**src/rtl/ptf_pkg.sv**
```systemverilog
package ptf_pkg;
    typedef enum logic [1:0] {
        ACT_ROUTE = 2'd0,
        ACT_COPY  = 2'd1,
        ACT_DROP  = 2'd2
    } act_e;

    typedef enum logic [1:0] {
        CAP_IDLE = 2'd0,
        CAP_GRAB = 2'd1,
        CAP_SKIP = 2'd2
    } cap_st_e;
endpackage

```
**src/rtl/ptf_cfg_regs.sv**
```systemverilog
module ptf_cfg_regs #(
    parameter int WORD_W    = 32,
    parameter int NUM_WORDS = 5,
    parameter int NUM_CMP   = 4,
    parameter int PORT_W    = 4,
    parameter int ADDR_W    = 8
) (
    input  logic                                  clk,
    input  logic                                  rst_n,
    input  logic                                  wr_en,
    input  logic [ADDR_W-1:0]                     wr_addr,
    input  logic [WORD_W-1:0]                     wr_data,
    output logic                                  port_en,
    output logic                                  act_drop,
    output logic [PORT_W-1:0]                     trace_port,
    output logic [NUM_CMP-1:0]                    cmp_en,
    output logic [NUM_CMP-1:0][WORD_W*NUM_WORDS-1:0] cmp_val,
    output logic [NUM_CMP-1:0][WORD_W*NUM_WORDS-1:0] cmp_mask
);
    localparam int KEY_W       = WORD_W * NUM_WORDS;
    localparam int SLOT_W      = (NUM_WORDS > 1) ? $clog2(NUM_WORDS) : 1;
    localparam int CMP_STRIDE  = 2 ** (SLOT_W + 1);
    localparam int MASK_OFS    = 2 ** SLOT_W;
    localparam int REGION      = 2 ** (ADDR_W - 1);
    localparam int PORT_LSB    = 8;
    localparam int CEN_LSB     = 16;
    localparam logic [ADDR_W-1:0] CTRL_ADDR = '0;

    logic ctrl_hit;
    assign ctrl_hit = wr_en && (wr_addr == CTRL_ADDR);

    always_ff @(posedge clk) begin
        if (!rst_n) begin
            port_en    <= 1'b0;
            act_drop   <= 1'b0;
            trace_port <= '0;
            cmp_en     <= '0;
        end else if (ctrl_hit) begin
            port_en    <= wr_data[0];
            act_drop   <= wr_data[1];
            trace_port <= wr_data[PORT_LSB +: PORT_W];
            cmp_en     <= wr_data[CEN_LSB +: NUM_CMP];
        end
    end

    for (genvar c = 0; c < NUM_CMP; c++) begin : g_cmp
        for (genvar w = 0; w < NUM_WORDS; w++) begin : g_word
            localparam logic [ADDR_W-1:0] VAL_ADDR  = ADDR_W'(REGION + c * CMP_STRIDE + w);
            localparam logic [ADDR_W-1:0] MASK_ADDR = ADDR_W'(REGION + c * CMP_STRIDE + MASK_OFS + w);

            always_ff @(posedge clk) begin
                if (!rst_n) begin
                    cmp_val[c][w*WORD_W +: WORD_W]  <= '0;
                    cmp_mask[c][w*WORD_W +: WORD_W] <= '0;
                end else if (wr_en) begin
                    if (wr_addr == VAL_ADDR)
                        cmp_val[c][w*WORD_W +: WORD_W] <= wr_data;
                    if (wr_addr == MASK_ADDR)
                        cmp_mask[c][w*WORD_W +: WORD_W] <= wr_data;
                end
            end
        end
    end

    AST_CEN_ZERO_WHEN_RESET: assert property (@(posedge clk)
        !rst_n |=> (cmp_en == '0 && !port_en)) else $error("config not cleared");

    logic unused_key;
    assign unused_key = (KEY_W == 0);
endmodule

```
**src/rtl/ptf_capture.sv**
```systemverilog
module ptf_capture
    import ptf_pkg::*;
#(
    parameter int WORD_W    = 32,
    parameter int NUM_WORDS = 5
) (
    input  logic                        clk,
    input  logic                        rst_n,
    input  logic                        in_valid,
    input  logic                        in_sop,
    input  logic                        in_eop,
    input  logic [WORD_W-1:0]           in_data,
    output logic [WORD_W*NUM_WORDS-1:0] key,
    output logic [NUM_WORDS-1:0]        present,
    output logic                        key_done
);
    localparam int KEY_W = WORD_W * NUM_WORDS;
    localparam int CNT_W = $clog2(NUM_WORDS + 1);
    localparam logic [CNT_W-1:0] LAST = CNT_W'(NUM_WORDS - 1);
    localparam bit ONE_WORD = (NUM_WORDS == 1);

    cap_st_e          state, state_nx;
    logic [CNT_W-1:0] cnt;
    logic             start, grab, finish;

    always_ff @(posedge clk) begin
        if (!rst_n) state <= CAP_IDLE;
        else        state <= state_nx;
    end

    always_comb begin
        state_nx = state;
        if (in_valid && in_sop) begin
            if (in_eop)        state_nx = CAP_IDLE;
            else if (ONE_WORD) state_nx = CAP_SKIP;
            else               state_nx = CAP_GRAB;
        end else begin
            unique case (state)
                CAP_IDLE: state_nx = CAP_IDLE;
                CAP_GRAB: begin
                    if (in_valid && in_eop)             state_nx = CAP_IDLE;
                    else if (in_valid && cnt == LAST)   state_nx = CAP_SKIP;
                end
                CAP_SKIP: begin
                    if (in_valid && in_eop)             state_nx = CAP_IDLE;
                end
                default: state_nx = CAP_IDLE;
            endcase
        end
    end

    always_comb begin
        start  = in_valid && in_sop;
        grab   = in_valid && !in_sop && (state == CAP_GRAB);
        finish = (start && (in_eop || ONE_WORD)) ||
                 (grab && (in_eop || cnt == LAST));
    end

    always_ff @(posedge clk) begin
        if (!rst_n) begin
            key      <= '0;
            present  <= '0;
            cnt      <= '0;
            key_done <= 1'b0;
        end else begin
            key_done <= finish;
            if (start) begin
                key                <= '0;
                key[WORD_W-1:0]    <= in_data;
                present            <= '0;
                present[0]         <= 1'b1;
                cnt                <= CNT_W'(1);
            end else if (grab) begin
                for (int w = 1; w < NUM_WORDS; w++) begin
                    if (cnt == CNT_W'(w)) begin
                        key[w*WORD_W +: WORD_W] <= in_data;
                        present[w]              <= 1'b1;
                    end
                end
                cnt <= cnt + 1'b1;
            end
        end
    end

    AST_CNT_BOUND: assert property (@(posedge clk) disable iff (!rst_n)
        cnt <= CNT_W'(NUM_WORDS)) else $error("word counter overrun");
    AST_DONE_HAS_WORD0: assert property (@(posedge clk) disable iff (!rst_n)
        key_done |-> present[0]) else $error("verdict without a first word");
    AST_PRESENT_CONTIG: assert property (@(posedge clk) disable iff (!rst_n)
        key_done |-> (((present + 1'b1) & present) == '0)) else $error("gap in key words");
    AST_SKIP_QUIET: assert property (@(posedge clk) disable iff (!rst_n)
        (state == CAP_SKIP && !(in_valid && in_sop)) |=> !key_done) else $error("verdict from tail");

    logic unused_w;
    assign unused_w = (KEY_W == 0);
endmodule

```
**src/rtl/ptf_match.sv**
```systemverilog
module ptf_match #(
    parameter int WORD_W    = 32,
    parameter int NUM_WORDS = 5,
    parameter int NUM_CMP   = 4
) (
    input  logic [WORD_W*NUM_WORDS-1:0]              key,
    input  logic [NUM_WORDS-1:0]                     present,
    input  logic [NUM_CMP-1:0]                       cmp_en,
    input  logic [NUM_CMP-1:0][WORD_W*NUM_WORDS-1:0] cmp_val,
    input  logic [NUM_CMP-1:0][WORD_W*NUM_WORDS-1:0] cmp_mask,
    output logic [NUM_CMP-1:0]                       hits
);
    localparam int KEY_W = WORD_W * NUM_WORDS;

    logic [KEY_W-1:0] pres_bits;

    for (genvar w = 0; w < NUM_WORDS; w++) begin : g_pres
        assign pres_bits[w*WORD_W +: WORD_W] = {WORD_W{present[w]}};
    end

    for (genvar c = 0; c < NUM_CMP; c++) begin : g_cmp
        logic [KEY_W-1:0] bit_ok;
        assign bit_ok  = ~cmp_mask[c] | (pres_bits & ~(key ^ cmp_val[c]));
        assign hits[c] = cmp_en[c] && (&bit_ok);
    end
endmodule

```
**src/rtl/ptf_top.sv**
```systemverilog
module ptf_top
    import ptf_pkg::*;
#(
    parameter int WORD_W    = 32,
    parameter int NUM_WORDS = 5,
    parameter int NUM_CMP   = 4,
    parameter int PORT_W    = 4,
    parameter int ADDR_W    = 8
) (
    input  logic               clk,
    input  logic               rst_n,
    input  logic               cfg_we,
    input  logic [ADDR_W-1:0]  cfg_addr,
    input  logic [WORD_W-1:0]  cfg_wdata,
    input  logic               pkt_valid,
    input  logic               pkt_sop,
    input  logic               pkt_eop,
    input  logic [WORD_W-1:0]  pkt_data,
    output logic               dec_valid,
    output logic [1:0]         dec_action,
    output logic [NUM_CMP-1:0] dec_hits,
    output logic [PORT_W-1:0]  dec_port
);
    localparam int KEY_W = WORD_W * NUM_WORDS;

    logic                            port_en, act_drop;
    logic [PORT_W-1:0]               trace_port;
    logic [NUM_CMP-1:0]              cmp_en, hits;
    logic [NUM_CMP-1:0][KEY_W-1:0]   cmp_val, cmp_mask;
    logic [KEY_W-1:0]                key;
    logic [NUM_WORDS-1:0]            present;
    logic                            key_done;
    act_e                            act_nx;
    logic [NUM_CMP-1:0]              hits_nx;

    ptf_cfg_regs #(
        .WORD_W(WORD_W), .NUM_WORDS(NUM_WORDS), .NUM_CMP(NUM_CMP),
        .PORT_W(PORT_W), .ADDR_W(ADDR_W)
    ) u_cfg (
        .clk(clk), .rst_n(rst_n), .wr_en(cfg_we), .wr_addr(cfg_addr), .wr_data(cfg_wdata),
        .port_en(port_en), .act_drop(act_drop), .trace_port(trace_port),
        .cmp_en(cmp_en), .cmp_val(cmp_val), .cmp_mask(cmp_mask)
    );

    ptf_capture #(.WORD_W(WORD_W), .NUM_WORDS(NUM_WORDS)) u_cap (
        .clk(clk), .rst_n(rst_n), .in_valid(pkt_valid), .in_sop(pkt_sop),
        .in_eop(pkt_eop), .in_data(pkt_data), .key(key), .present(present),
        .key_done(key_done)
    );

    ptf_match #(.WORD_W(WORD_W), .NUM_WORDS(NUM_WORDS), .NUM_CMP(NUM_CMP)) u_match (
        .key(key), .present(present), .cmp_en(cmp_en), .cmp_val(cmp_val),
        .cmp_mask(cmp_mask), .hits(hits)
    );

    always_comb begin
        hits_nx = port_en ? hits : '0;
        if (!port_en || hits == '0) act_nx = ACT_ROUTE;
        else if (act_drop)          act_nx = ACT_DROP;
        else                        act_nx = ACT_COPY;
    end

    always_ff @(posedge clk) begin
        if (!rst_n) begin
            dec_valid  <= 1'b0;
            dec_action <= ACT_ROUTE;
            dec_hits   <= '0;
            dec_port   <= '0;
        end else begin
            dec_valid <= key_done;
            if (key_done) begin
                dec_action <= act_nx;
                dec_hits   <= hits_nx;
                dec_port   <= trace_port;
            end
        end
    end

    AST_ACT_LEGAL: assert property (@(posedge clk) disable iff (!rst_n)
        dec_valid |-> dec_action != 2'd3) else $error("illegal action code");
    AST_ROUTE_CLEAN: assert property (@(posedge clk) disable iff (!rst_n)
        (dec_valid && dec_action == ACT_ROUTE) |-> dec_hits == '0) else $error("route with hits");
    AST_HIT_ACTION: assert property (@(posedge clk) disable iff (!rst_n)
        (dec_valid && dec_action != ACT_ROUTE) |-> dec_hits != '0) else $error("action without hit");
    AST_DISABLED_ROUTE: assert property (@(posedge clk) disable iff (!rst_n)
        (key_done && !port_en) |=> (dec_valid && dec_action == ACT_ROUTE)) else $error("disabled port acted");
endmodule

```
**config.mk**
```make
export PLATFORM = sky130hd
export DESIGN_NAME = ptf_top
export DESIGN_NICKNAME = d
export VERILOG_FILES = /design/src/rtl/ptf_pkg.sv /design/src/rtl/ptf_cfg_regs.sv /design/src/rtl/ptf_capture.sv /design/src/rtl/ptf_match.sv /design/src/rtl/ptf_top.sv
export SDC_FILE = /design/constraint.sdc
export NUM_CORES = 2
export LEC_CHECK = 0
export BUFFER_PORTS_ARGS = -buffer_cell sky130_fd_sc_hd__buf_2
export CAP_MARGIN = 20
export CORE_ASPECT_RATIO = 0.9
export CORE_UTILIZATION = 40
export CTS_CLUSTER_SIZE = 12
export DETAILED_ROUTE_END_ITERATION = 12
export GPL_TIMING_DRIVEN = 0
export MAX_ROUTING_LAYER = met4
export PLACE_DENSITY_LB_ADDON = 0.3
export SYNTH_ARGS = -nofsm -noshare
export SYNTH_HDL_FRONTEND = slang
export SYNTH_HIERARCHICAL = 1
export SYNTH_SLANG_ARGS = --single-unit
```
**constraint.sdc**
```tcl
create_clock -name clk -period 3.25 [get_ports clk]
set_clock_uncertainty 0.05 [all_clocks]
set_input_delay 0.975 -clock clk [delete_from_list [all_inputs] [get_ports clk]]
set_output_delay 0.975 -clock clk [all_outputs]
set_load 0.05 [all_outputs]
```
==> impl_metrics.json <==
{
  "status": "finished, violations left",
  "violations": "max-capacitance violations, max-slew violations, negative setup slack",
  "dpl.hpwl_um": 355600,
  "rr_endpoint": "dec_hits[1]$_SDFFE_PN0P_",
  "synth_top_area_share_pct": 46.23,
  "synthFlopType": "dfxtp_1",
  "tritoncts": "done",
  "start_kind": "flip-flop",
  "htreeDepth": 4,
  "power.density_nw_per_um2": 540.6,
  "yosys.area.top_type": "dfxtp_1",
  "setup_viol": 9,
  "finalPower_mw": 41.04,
  "p_int_mw": 30.16,
  "synth_area_um2": 63750,
  "synth_nets": 6617,
  "ff2ff_path_depth": 9,
  "fmax_mhz": 263.2,
  "synthDistinctLibCells": 71,
  "cts_buffers": 164,
  "core_area_um2": 157600,
  "crit_path_max_fanout": 2,
  "nFillCells": 14780,
  "crit_top_cell": "nand4_1",
  "avgSynthCellArea_um2": 9.756,
  "cp-endpoint": "dec_hits[1]$_SDFFE_PN0P_",
  "regToRegSetupSlack_ns": -0.55,
  "worst-setup-path-type": "reg -> reg",
  "hold_violations": 0,
  "tightestPinTransition_ns": 1.497,
  "wl_per_cell_um": 48.21,
  "gr-usage-all-layers_pct": 54.57,
  "viasPerCell": 6.626,
  "cts_num_sinks": 1472,
  "end_kind": "flip-flop",
  "yosysWarnings": 6,
  "slew_violations": 1,
  "num_vias": 60870,
  "clkTransAtPathRegs_ns": 0.06,
  "grt_pass1_vias": 52630,
  "ant_nets": 0,
  "area_delta_synth_final_pct": 19.08,
  "nNetsFinal": 6998,
  "die_h_um": 380.7,
  "grt_pass1_wl_um": 551300,
  "p_switching_mw": 10.88,
  "power_frac_comb_pct": 6.5,
  "slowest_delay_ns": 0.98,
  "leakagePower_nw": 34.28,
  "async_flop_share_pct": 0,
  "timing.rr.start": "u_cap/key[150]$_SDFFE_PP0P_",
  "p_clk_share_pct": 49.2,
  "port_buffers": 84,
  "syn_inst": 6534,
  "final_cell_mix": "1691 x nand2_1, 1423 x mux2i_1, 1364 x dfxtp_1, 517 x xor2_1, 291 x clkbuf_1",
  "sw_frac_of_total_pct": 26.51,
  "yosysSeqAreaShare_pct": 46.23,
  "grt.overflow.total": 0,
  "insertion_delay_ns": 0.84,
  "drtIter0Drc": 12170,
  "rows": 138,
  "critPathLaunch": "u_cap/key[150]$_SDFFE_PP0P_",
  "cp_cell_sequence": "xor2_4, a222oi_1, nand4_1, nor4_2, nand4_1, nor4_4, buf_12, nand3_4, a21boi_1",
  "dr.pass1.iters": 9,
  "rsz0062_at_grt": "yes",
  "final_common_cell": "nand2_1",
  "ys_ff_latch": 1472,
  "synth.area.top_cells": "dfxtp_1 46%, mux2i_1 22%, nand2_1 10%",
  "io_pins": 89,
  "pwr-share-seq_pct": 44.3,
  "period_needed_ns": 3.799,
  "ir_drop_uv": 503.2,
  "wl_um": 443000,
  "die_w_um": 422.8,
  "grt_max_degree": 17,
  "critPathArrivalTime_ns": 4.51,
  "finalCritPeriodShare_pct": 116.9,
  "initial_core_util_pct": 40.44,
  "grt_antenna_before_repair": 50,
  "clock_path_buffers": 3,
  "cts-hold-fix-buffers": 0,
  "setup_slack_ns": -0.5488,
  "required_ns": 3.96,
  "slew-limit-headroom_pct": -0.1484,
  "dieArea_um2": 161000,
  "tns_ns": -3.033,
  "crit_slowest_cell": "a222oi_1",
  "synth-edff-count": 0,
  "drv_cap": 1,
  "hold_path.class": "in -> reg",
  "drive_above_1_share_pct": 13.23,
  "remaining_drc_errors": 0,
  "gp_congestion": 1.161,
  "cts-root-buf": "clkbuf_16"
}
==> layer usage <==
layer	vias to the layer above	global-route usage, %	part of all wire [%]
met5	-	-	0
met4	0	29.31	6.8
met3	1257	37.61	20
met2	5881	62.01	34
met1	30590	68.49	39
li1	23140	-	-
==> cell usage after synthesis, drive strengths merged, types with 5 or more instances <==
cell and n:
nand2 1695, dfxtp 1472, mux2i 1423, xor2 527
clkbuf 314, buf 173, xnor2 113, nor4 108
a22oi 105, a221oi 88, a22o 73, nor2 56
nand3 51, nand4 42, a21oi 40, nor3 39
a21boi 38, o21ai 38, o22ai 20, a222oi 15
or4 9, a2111oi 7, nand2b 7, nor2b 7
a31oi 5, ha 5, inv 5, o21a 5
==> stage by stage <==
stage / utilization [%] / std cells / area, µm² / setup slack [ns] / hold WS, ns
floorplan: - / 6534 / 63750 / 0.6300 / 0.3809
global placement: 42.37 / 8718 / 66800 / -3.688 / 0.3902
detailed placement: 43.63 / 8829 / 68780 / -1.949 / 0.3955
CTS: 47.89 / 9136 / 75490 / -0.2032 / 0.3165
global route: 48.13 / 9171 / 75870 / -0.3491 / 0.3508
finish: 48.15 / 9187 / 75910 / -0.5488 / 0.3531
==> cells by family (layout without fill, tap and decap cells) <==
logic type,count (synthesis),count (layout),synth area share (%)
mux,1423,1423,22.34
buf+inv,493,1003,3.611
fa+ha+maj,5,5,0.09814
xor+xnor,640,640,8.793
other cells,0,43,0
compound gates,456,456,5.460
flops,1472,1472,46.23
simple gates,2045,2045,13.47
==> power groups by stage <==
stage                     clock (mW)  combinational [mW]  sequential, mW
after floorplan                    0               0.734            18.5
after global placement             0                2.12            18.6
after detailed placement           0                2.36            18.6
after CTS                       20.0                2.39            18.2
after global routing            20.7                2.47            18.2
final                           20.2                2.68            18.2
==> registers in the layout, indices dropped and copies added, names as in the netlist <==
signal,count
dec_valid,1
u_cfg/act_drop,1
u_cfg/cmp_val,640
u_cfg/trace_port,4
dec_hits,4
u_cap/key,160
u_cap/cnt,3
u_cfg/port_en,1
u_cap/present,5
dec_port,4
dec_action,2
u_cap/state,2
u_cap/key_done,1
u_cfg/cmp_mask,640
u_cfg/cmp_en,4
==> worst max-delay path: cells and delay by family, from the launching register on <==
family,cells,cell delay [ns]
simple gates,5,1.75
xor+xnor,1,0.23
buf+inv,1,0.20
compound gates,2,1.10
flops,1,0.40
==> how the worst min path moves through the flow <==
stage | startpoint | endpoint | slack, ns | cells after the start
after global placement | u_cap/present[1]$_SDFFE_PP0P_ | u_cap/present[1]$_SDFFE_PP0P_ | 0.39 | 1
after CTS | pkt_data[6] | u_cap/key[6]$_SDFFE_PN0P_ | 0.32 | 3
after floorplan | u_cfg/cmp_mask[584]$_SDFFE_PN0P_ | u_cfg/cmp_mask[584]$_SDFFE_PN0P_ | 0.38 | 2
after global routing | pkt_data[6] | u_cap/key[6]$_SDFFE_PN0P_ | 0.35 | 3
final | pkt_data[6] | u_cap/key[6]$_SDFFE_PN0P_ | 0.35 | 3
after detailed placement | u_cfg/cmp_mask[45]$_SDFFE_PN0P_ | u_cfg/cmp_mask[45]$_SDFFE_PN0P_ | 0.40 | 2
==> layout make-up <==
cell class	count	area [µm²]	share of cell area, %
plain buffers	486	2547	3.356
inverters	6	27.53	0.03626
multi-input cells	4569	32720	43.10
clock buffers	250	4880	6.428
repair buffers	216	2556	3.367
diodes	43	107.6	0.1417
well taps	2100	2628	3.461
clock inverters	45	765.7	1.009
flip-flops and latches	1472	29680	39.10
==> repair_timing <==
| action | CTS | global route |
|---|---|---|
| setup endpoints to repair | 521 | 202 |
| buffers inserted | 13 | 1 |
| pin swaps | 26 | 30 |
| gates cloned | 0 | 0 |
| gates resized for setup | 279 | 96 |
No activity file was read; power rests on OpenSTA's default activity.
